$ cat src/rtl/rxr_pkg.sv
package rxr_pkg;

    typedef enum logic [1:0] {
        ST_IDLE  = 2'd0,
        ST_BODY  = 2'd1,
        ST_FINAL = 2'd2
    } rxr_state_e;

    // Length value shown in a header while its frame is still arriving
    localparam logic [15:0] LEN_BUSY = 16'hFFF0;

    // Status bit positions in the low half of the header
    localparam int STAT_OK    = 0;
    localparam int STAT_ALIGN = 1;
    localparam int STAT_CRC   = 2;
    localparam int STAT_SHORT = 4;

    // Byte distance between the consumer register and the true read position
    localparam int CONS_SKEW = 16;

endpackage

$ cat src/rtl/rxr_space.sv
module rxr_space
    import rxr_pkg::*;
#(
    parameter int BUF_BYTES = 8192,
    parameter int OFS_W     = 13
) (
    input  logic [OFS_W-1:0] base,
    input  logic [OFS_W-1:0] cons_reg,
    input  logic [15:0]      count,
    output logic [OFS_W-1:0] cons_pos,
    output logic             fits
);
    localparam logic [16:0] BUF_FULL = 17'(BUF_BYTES);

    logic [OFS_W-1:0] gap;
    logic [16:0]      free_b;
    logic [16:0]      need_b;

    always_comb begin
        cons_pos = cons_reg + OFS_W'(CONS_SKEW);
        gap      = cons_pos - base;
        free_b   = (gap == '0) ? BUF_FULL : 17'(gap);
        need_b   = (({1'b0, count} + 17'd3) & ~17'd3) + 17'd4;
        fits     = (need_b < free_b);
    end
endmodule

$ cat src/rtl/rxr_hdr.sv
module rxr_hdr
    import rxr_pkg::*;
#(
    parameter int MIN_LEN = 64
) (
    input  logic [15:0] len,
    input  logic        crc_bad,
    input  logic        align_bad,
    output logic [15:0] stat
);
    logic short_f;

    always_comb begin
        short_f               = (len < 16'(MIN_LEN));
        stat                  = '0;
        stat[STAT_ALIGN]      = align_bad;
        stat[STAT_CRC]        = crc_bad;
        stat[STAT_SHORT]      = short_f;
        stat[STAT_OK]         = ~(short_f | crc_bad | align_bad);
    end
endmodule

$ cat src/rtl/rx_ring_writer.sv
module rx_ring_writer
    import rxr_pkg::*;
#(
    parameter int BUF_BYTES = 8192,
    parameter int MISS_W    = 16,
    parameter int MIN_LEN   = 64
) (
    input  logic                          clk,
    input  logic                          rst_n,
    input  logic                          in_valid,
    input  logic [7:0]                    in_byte,
    input  logic                          in_first,
    input  logic                          in_last,
    input  logic                          in_crc_bad,
    input  logic                          in_align_bad,
    input  logic                          cons_we,
    input  logic [15:0]                   cons_wdata,
    output logic                          mem_we,
    output logic [$clog2(BUF_BYTES)-3:0]  mem_addr,
    output logic [31:0]                   mem_wdata,
    output logic [3:0]                    mem_be,
    output logic [15:0]                   wr_ofs,
    output logic [15:0]                   cons_ptr,
    output logic                          buf_empty,
    output logic [MISS_W-1:0]             miss_cnt
);
    localparam int OFS_W = $clog2(BUF_BYTES);
    localparam int AW    = OFS_W - 2;
    localparam logic [MISS_W-1:0] MISS_MAX = '1;

    typedef struct packed {
        rxr_state_e        st;
        logic [OFS_W-1:0]  base;
        logic [15:0]       cnt;
        logic [31:0]       acc;
        logic              drop;
        logic              crc;
        logic              align;
        logic [OFS_W-1:0]  wr;
        logic [15:0]       cons;
        logic [MISS_W-1:0] miss;
        logic              we;
        logic [AW-1:0]     addr;
        logic [31:0]       data;
        logic [3:0]        be;
    } regs_t;

    regs_t q, d;

    // Frame-relative values shared by the next-state logic
    logic [OFS_W-1:0] frame_base;
    logic [15:0]      cnt_cur;
    logic [15:0]      cnt_nx;
    logic [1:0]       lane;
    logic [31:0]      acc_mix;
    logic [3:0]       be_fill;
    logic [OFS_W-1:0] body_ofs;
    logic [OFS_W-1:0] cnt_lo;
    logic [OFS_W-1:0] commit_ofs;
    logic [OFS_W-1:0] cons_pos;
    logic             room;
    logic [15:0]      stat_w;

    assign frame_base = (q.st == ST_IDLE) ? q.wr : q.base;
    assign cnt_cur    = (q.st == ST_IDLE) ? 16'd0 : q.cnt;
    assign cnt_nx     = cnt_cur + 16'd1;
    assign lane       = cnt_cur[1:0];
    assign body_ofs   = frame_base + OFS_W'(4) + cnt_cur[OFS_W-1:0];
    assign cnt_lo     = q.cnt[OFS_W-1:0];
    assign commit_ofs = q.base + OFS_W'(4) + ((cnt_lo + OFS_W'(3)) & ~OFS_W'(3));

    // Byte-lane merge and contiguous enable mask, one slice per lane
    for (genvar g = 0; g < 4; g++) begin : g_lane
        assign acc_mix[8*g +: 8] = (lane == 2'(g)) ? in_byte :
                                   ((lane == 2'd0) ? 8'h00 : q.acc[8*g +: 8]);
        assign be_fill[g]        = (2'(g) <= lane);
    end

    rxr_space #(
        .BUF_BYTES (BUF_BYTES),
        .OFS_W     (OFS_W)
    ) u_space (
        .base     (frame_base),
        .cons_reg (q.cons[OFS_W-1:0]),
        .count    (cnt_nx),
        .cons_pos (cons_pos),
        .fits     (room)
    );

    rxr_hdr #(
        .MIN_LEN (MIN_LEN)
    ) u_hdr (
        .len       (q.cnt),
        .crc_bad   (q.crc),
        .align_bad (q.align),
        .stat      (stat_w)
    );

    always_comb begin
        d    = q;
        d.we = 1'b0;

        if (cons_we) begin
            d.cons = cons_wdata;
        end

        unique case (q.st)
            ST_IDLE: begin
                if (in_valid && in_first) begin
                    d.base  = q.wr;
                    d.cnt   = cnt_nx;
                    d.acc   = acc_mix;
                    d.drop  = ~room;
                    d.crc   = in_crc_bad;
                    d.align = in_align_bad;
                    if (in_last) begin
                        d.st = ST_FINAL;
                        if (room) begin
                            d.we   = 1'b1;
                            d.addr = body_ofs[OFS_W-1:2];
                            d.data = acc_mix;
                            d.be   = be_fill;
                        end
                    end else begin
                        d.st = ST_BODY;
                        if (room) begin
                            d.we   = 1'b1;
                            d.addr = q.wr[OFS_W-1:2];
                            d.data = {LEN_BUSY, 16'h0000};
                            d.be   = 4'hF;
                        end
                    end
                end
            end

            ST_BODY: begin
                if (in_valid) begin
                    d.cnt  = cnt_nx;
                    d.acc  = acc_mix;
                    d.drop = q.drop | ~room;
                    if (!d.drop && ((lane == 2'd3) || in_last)) begin
                        d.we   = 1'b1;
                        d.addr = body_ofs[OFS_W-1:2];
                        d.data = acc_mix;
                        d.be   = be_fill;
                    end
                    if (in_last) begin
                        d.crc   = in_crc_bad;
                        d.align = in_align_bad;
                        d.st    = ST_FINAL;
                    end
                end
            end

            ST_FINAL: begin
                d.st = ST_IDLE;
                if (q.drop) begin
                    if (q.miss != MISS_MAX) begin
                        d.miss = q.miss + MISS_W'(1);
                    end
                end else begin
                    d.we   = 1'b1;
                    d.addr = q.base[OFS_W-1:2];
                    d.data = {q.cnt, stat_w};
                    d.be   = 4'hF;
                    d.wr   = commit_ofs;
                end
            end

            default: d.st = ST_IDLE;
        endcase
    end

    always_ff @(posedge clk) begin
        if (!rst_n) begin
            q      <= '0;
            q.st   <= ST_IDLE;
            q.cons <= 16'(BUF_BYTES - CONS_SKEW);
        end else begin
            q <= d;
        end
    end

    assign mem_we    = q.we;
    assign mem_addr  = q.addr;
    assign mem_wdata = q.data;
    assign mem_be    = q.be;
    assign wr_ofs    = 16'(q.wr);
    assign cons_ptr  = q.cons;
    assign buf_empty = (cons_pos == q.wr);
    assign miss_cnt  = q.miss;

endmodule

$ cat config.mk
export PLATFORM = sky130hd
export DESIGN_NAME = rx_ring_writer
export DESIGN_NICKNAME = d
export VERILOG_FILES = /design/src/rtl/rxr_pkg.sv /design/src/rtl/rxr_space.sv /design/src/rtl/rxr_hdr.sv /design/src/rtl/rx_ring_writer.sv
export SDC_FILE = /design/constraint.sdc
export NUM_CORES = 1
export LEC_CHECK = 0
export ABC_CLOCK_PERIOD_IN_PS = 9100
export BUFFER_PORTS_ARGS = -buffer_cell sky130_fd_sc_hd__buf_2
export CORE_MARGIN = 4
export CORE_UTILIZATION = 30
export CTS_CLUSTER_DIAMETER = 100
export CTS_CLUSTER_SIZE = 40
export DETAILED_ROUTE_END_ITERATION = 10
export MAX_ROUTING_LAYER = met4
export PLACE_DENSITY_LB_ADDON = 0.1
export SLEW_MARGIN = 20
export SYNTH_ARGS = -nofsm -noshare
export SYNTH_HDL_FRONTEND = slang
export SYNTH_HIERARCHICAL = 1
export SYNTH_SLANG_ARGS = --single-unit
$ cat constraint.sdc
create_clock -name clk -period 9.1 [get_ports clk]
set_input_delay 0.91 -clock clk [delete_from_list [all_inputs] [get_ports clk]]
set_output_delay 0.91 -clock clk [all_outputs]
set_load 0.1 [all_outputs]
==> impl_metrics.env, run 1 <==
export IMPL_clk_pin_slew_worst_paths_ns=0.07
export IMPL_rrSetupSlack_ns=2.31
export IMPL_drv_cap=0
export IMPL_status="complete, no violations"
export IMPL_fp_dieW_um=201
export IMPL_place_area_um2=11300
export IMPL_critPathCapture="mem_wdata[29]"
export IMPL_syn_inst=1396
export IMPL_portBuffers=125
export IMPL_reg2reg_depth=25
export IMPL_async_flop_share=0
export IMPL_grtUsageTotal=0.182
export IMPL_finClkSkew_ns=0.0179
export IMPL_grt_overflow_total=0
export IMPL_n_fill_cell=3968
export IMPL_regArea_um2=3180
export IMPL_multi_input_area_um2=6660
export IMPL_grt_pass1_vias=9341
export IMPL_synth_top_cell_by_area="dfxtp_1"
export IMPL_start_util=0.305
export IMPL_io_pins=129
export IMPL_crit_type="reg2reg"
export IMPL_report_power_total_mw=1.93
export IMPL_tns_ns=0
export IMPL_synth_edff_count=0
export IMPL_powerDensity_nw_per_um2=161
export IMPL_clk_latency_ns=0.45
export IMPL_drc=0
export IMPL_grt_pass1_wl_um=56600
export IMPL_tightest_slew_ns=0.988
export IMPL_antenna_found_initial=0
export IMPL_arrival_ns=7.09
export IMPL_fin_nets=1471
export IMPL_critPathRequiredTime_ns=9.40
export IMPL_cp_max_fo=35
export IMPL_place_ws_ns=2.19
export IMPL_numCtsBuffers=17
export IMPL_clockBufferDepth=2
export IMPL_synth_top_area_share=0.284
export IMPL_htreeDepth=4
export IMPL_synthTopCellsByArea="dfxtp_1 28%, ha_1 7.9%, buf_4 7.8%"
export IMPL_core_um2=36700
export IMPL_drv_slew=0
export IMPL_postCtsHoldBufs=0
export IMPL_fmax_mhz=147
export IMPL_rr_startpoint="q[157]"
export IMPL_grt_max_degree=52
export IMPL_syn_area_um2=11200
export IMPL_min_path_cells=2
export IMPL_fin_area_um2=12000
export IMPL_period_needed_ns=6.79
export IMPL_ys_types=85
export IMPL_root_buffer="clkbuf_16"
export IMPL_setup_viol=0
export IMPL_finalCritPeriodShare=0.746
export IMPL_finalHoldViolCount=0
export IMPL_hpwl_um=26100
export IMPL_rsz0062_at_grt="no"
export IMPL_startpoint_type="flop"
export IMPL_drt_first_pass_iters=5
export IMPL_synth_common_cells="159 x dfxtp_1, 157 x nand2_1, 145 x nor2_1"
export IMPL_detail_route_wl_per_cell_um=19.6
export IMPL_dr_total_vias=9496
export IMPL_critPathCaptureType="flop"
export IMPL_die_h_um=201
export IMPL_dieArea_um2=40500
export IMPL_synth_seq_cells=159
export IMPL_cts_sinks=159
export IMPL_std_cell_rows=70
export IMPL_cts_tree="built"
export IMPL_vias_per_cell=5.14
export IMPL_p_leak_nw=4.97
export IMPL_drt_iter0_drc=658
export IMPL_area_growth_pct=6.76
export IMPL_synthFlopType="dfxtp_1"
export IMPL_routed_wirelength_um=36200
export IMPL_max_slew_margin_rel=0.342
export IMPL_ant_nets=0
export IMPL_r2r_end="mem_wdata[29]"
export IMPL_seq_area_frac_synth=0.284
export IMPL_avgSynthCellArea_um2=8.02
export IMPL_postCtsSetupBuffers=0
export IMPL_ir_drop_uv=140
export IMPL_drive_gt1_frac=0.154
export IMPL_cts_resized=0
export IMPL_startpoint="q[157]"
export IMPL_fin_util=0.326
export IMPL_gp_congestion=0.898
export IMPL_hp_class="reg2reg"
export IMPL_synth_most_common_cell="dfxtp_1"
export IMPL_yosysWarningCount=6
export IMPL_final_setup_worst_slack_ns=2.31
==> stage by stage <==
stage,hold WS (ns),cells
5_1_grt,0.480,1846
3_5_place_dp,0.445,1814
4_1_cts,0.459,1846
3_3_place_gp,0.440,1814
2_1_floorplan,0.434,1409
6_report,0.456,1847
==> worst min-delay path by stage <==
stage,start,endpoint,slack [ns]
2_1_floorplan,q[100],q[100],0.43
3_3_place_gp,q[103],q[103],0.44
3_5_place_dp,q[100],q[100],0.45
4_1_cts,q[101],q[101],0.46
5_1_grt,q[99],q[99],0.48
6_report,q[101],q[101],0.46
==> power breakdown <==
part | switching (mW) | internal (mW)
clock | 0.320 | 0.448
sequential | 0.0271 | 0.716
combinational | 0.301 | 0.117
==> sequential cells by signal, summed over array words and instances (netlist names) <==
name / count
mem_wdata: 32
cons_ptr: 16
mem_we: 1
cnt_lo: 13
mem_addr: 11
miss_cnt: 16
wr_ofs: 13
mem_be: 4
q: 53
==> area by class of cell <==
class	instances	area share
diodes	1	0.000209
clock buffers	20	0.0382
clock inverters	12	0.0132
inverters	44	0.0140
multi-input cells	1002	0.557
flip-flops and latches	159	0.266
well taps	468	0.0490
repair buffers	141	0.0624
==> critical path, stage by stage, from the launching register on <==
cell and delay [ns]:
dfxtp_1 0.74, or2_1 0.24, nand2_1 0.11, inv_1 0.19, ha_1 0.28, xnor2_1 0.20, o21ai_0 0.28, xnor2_1 0.21
ha_1 0.27, nor2_1 0.06, o21ai_0 0.36, nand2_1 0.13, xnor2_1 0.15, ha_1 0.33, a21o_1 0.16, a21o_1 0.16
a21oi_1 0.15, nor2b_1 0.06, a2111oi_0 0.44, and4b_1 0.45, nand2_1 0.16, nor2_1 0.25, o211ai_4 0.19, buf_4 0.33
a2111oi_0 0.63, nor2_1 0.11
==> per-layer routing <==
metal,vias up,routed length [um],track usage
li1,4720,-,-
met1,4546,17600,0.248
met2,214,16900,0.288
met3,16,1460,0.0314
met4,0,309,0.0344
met5,-,0,-
==> cell families after synthesis <==
logic type / after synthesis / share of synthesized area
and+or+nand+nor: 485 / 0.214
AOI/OAI and AO/OA: 307 / 0.190
buffers and inverters: 248 / 0.128
DFF: 159 / 0.284
xor gates and xnor gates: 95 / 0.0743
adders and majority gates: 74 / 0.0847
muxes: 26 / 0.0241
other: 2 / 0.000670
==> placed cells by master (no fill, tap or decap), types with 10 or more instances in the layout <==
| cell | instances |
|---|---|
| nor3b_1 | 25 |
| mux2i_1 | 18 |
| buf_4 | 16 |
| a21oi_1 | 89 |
| o211ai_1 | 13 |
| nor3_1 | 18 |
| xnor2_1 | 57 |
| nand2_1 | 157 |
| nor2_1 | 145 |
| inv_1 | 43 |
| a21o_1 | 10 |
| and3_1 | 10 |
| conb_1 | 15 |
| clkbuf_16 | 17 |
| xor2_1 | 38 |
| a32oi_1 | 23 |
| a211oi_1 | 14 |
| o21ai_0 | 49 |
| ha_1 | 71 |
| a22oi_1 | 23 |
| nand4_1 | 10 |
| buf_2 | 125 |
| and2_1 | 25 |
| dfxtp_1 | 159 |
| nand3_1 | 41 |
No activity file was read; power rests on OpenSTA's default activity.
==> inputs of run 2 (changes only) <==
- ABC_CLOCK_PERIOD_IN_PS: 9100 -> 7000
- clock period: 9.1 -> 7 ns (I/O delays scaled with it)
==> run 2 against run 1 <==
Compared with the run above:
- register-to-register slack got worse by 1.8 ns
- die area did not move
- critical path depth did not move
- non-clock buffer count rose by 1
- combinational power rose by 32%
- worst setup slack got worse by 1.8 ns
- flip-flop and latch count did not move
- design area fell by 0.28%
- largest cell class unchanged
==> impl_metrics.env, run 2 (same netlist as run 1, synthesis figures left out) <==
export IMPL_status="complete, no violations"
export IMPL_gp_congestion=0.876
export IMPL_grt_pass1_wl_um=55600
export IMPL_cp_max_fo=30
export IMPL_grt_pass1_vias=9125
export IMPL_drc=0
export IMPL_finalCritPeriodShare=0.923
export IMPL_dieArea_um2=40500
export IMPL_startpoint_type="flop"
export IMPL_min_path_cells=2
export IMPL_start_util=0.305
export IMPL_core_um2=36700
export IMPL_drv_slew=0
export IMPL_clockBufferDepth=2
export IMPL_grt_overflow_total=0
export IMPL_period_needed_ns=6.46
export IMPL_regMostFlops="q"
export IMPL_place_area_um2=11300
export IMPL_postCtsSetupBuffers=0
export IMPL_tightest_slew_ns=0.947
export IMPL_finalHoldViolCount=0
export IMPL_arrival_ns=6.80
export IMPL_antenna_found_initial=0
export IMPL_powerDensity_nw_per_um2=206
export IMPL_drt_first_pass_iters=5
export IMPL_htreeDepth=4
export IMPL_dr_total_vias=9499
export IMPL_final_cell_mix="159 x dfxtp_1, 157 x nand2_1, 145 x nor2_1"
export IMPL_die_h_um=201
export IMPL_cts_sinks=159
export IMPL_io_pins=129
export IMPL_root_buffer="clkbuf_16"
export IMPL_drive_gt1_frac=0.153
export IMPL_cts_tree="built"
export IMPL_critPathCaptureType="flop"
export IMPL_std_cell_rows=70
export IMPL_tns_ns=0
export IMPL_grtUsageTotal=0.179
export IMPL_largest_reg_flops=53
export IMPL_clk_pin_slew_worst_paths_ns=0.07
export IMPL_portBuffers=125
export IMPL_crit_type="reg2reg"
export IMPL_hp_class="reg2reg"
export IMPL_ir_drop_uv=171
export IMPL_layout_commonest_cell="dfxtp_1"
export IMPL_max_slew_margin_rel=0.368
export IMPL_setup_viol=0
export IMPL_fin_area_um2=11900
export IMPL_finClkSkew_ns=0.0159
export IMPL_p_leak_nw=4.94
export IMPL_reg2reg_depth=25
export IMPL_drv_cap=0
export IMPL_vias_per_cell=5.15
export IMPL_routed_wirelength_um=36100
export IMPL_numCtsBuffers=17
export IMPL_grt_max_degree=65
export IMPL_area_growth_pct=6.46
export IMPL_rsz0062_at_grt="no"
export IMPL_fmax_mhz=155
export IMPL_fp_dieW_um=201
export IMPL_hpwl_um=26200
export IMPL_fin_nets=1472
export IMPL_clk_latency_ns=0.45
export IMPL_drt_iter0_drc=690
export IMPL_critPathRequiredTime_ns=7.34
export IMPL_n_antenna_cell=0
export IMPL_detail_route_wl_per_cell_um=19.5
export IMPL_ant_nets=0
[run 2: area by class of cell]
| class | count | area (um2) |
|---|---|---|
| inverter | 44 | 168 |
| fill | 3965 | 24800 |
| sequential | 159 | 3180 |
| multi-input combinational | 1002 | 6660 |
| clock inverter | 10 | 114 |
| clock buffer | 20 | 457 |
| tap | 468 | 586 |
| timing repair buffer | 142 | 753 |
[run 2: timing repair]
item	CTS	global route
gates resized for setup	0	1
endpoints found under the setup margin	0	13
hold buffers	0	0
[run 2: path summary, 6_finish.rpt]
check | startpoint | end | slack, ns
worst max-delay path | q[158] | mem_wdata[11] | 0.54
worst min register to register | q[96] | q[96] | 0.45
worst max register to register | q[158] | mem_wdata[11] | 0.54
worst min-delay path | q[96] | q[96] | 0.45
[run 2: per-stage QoR]
stage                     instances  hold WS, ns  utilization  power (mW)  setup WS (ns)
after floorplan                1409        0.434            -        1.43          0.559
after global placement         1815        0.443        0.309        1.54          0.464
after detailed placement       1815        0.446        0.309        1.54          0.470
after CTS                      1845        0.449        0.325        2.49          0.453
after global routing           1845        0.462        0.325        2.57         0.0271
final                          1845        0.453        0.325        2.46          0.541
[run 2: per-layer routing]
metal  global-route usage  wire [um]  vias up  part of all wire
li1                     -          -     4705                 -
met1                0.249      18000     4600              0.50
met2                0.274      16400      171              0.45
met3               0.0271       1070       23             0.030
met4               0.0469        629        0             0.017
met5                    -          0        -                 0
[run 2: critical path, cell delays in order, from the launching register on]
cell and delay, ns:
dfxtp_1 0.39, or2_1 0.18, buf_4 0.37, nand2_1 0.09, nand2_1 0.20, inv_1 0.12
fa_1 0.47, a21oi_1 0.30, o211ai_1 0.20, a21oi_1 0.22, o21bai_1 0.10, xnor2_1 0.33
ha_1 0.32, a21o_1 0.16, a21o_1 0.17, a21oi_1 0.15, nor2b_1 0.06, a2111oi_0 0.39
and4b_1 0.50, nand2_1 0.17, nor2_1 0.25, o211ai_4 0.33, buf_4 0.35, a22oi_1 0.20
o21ai_0 0.10, and2_1 0.16
[run 2: power by group]
part           total, mW  internal, mW  switching, mW
Combinational      0.552         0.153          0.399
Sequential         0.963         0.931         0.0319
Clock              0.943         0.539          0.404
Total               2.46          1.62          0.834
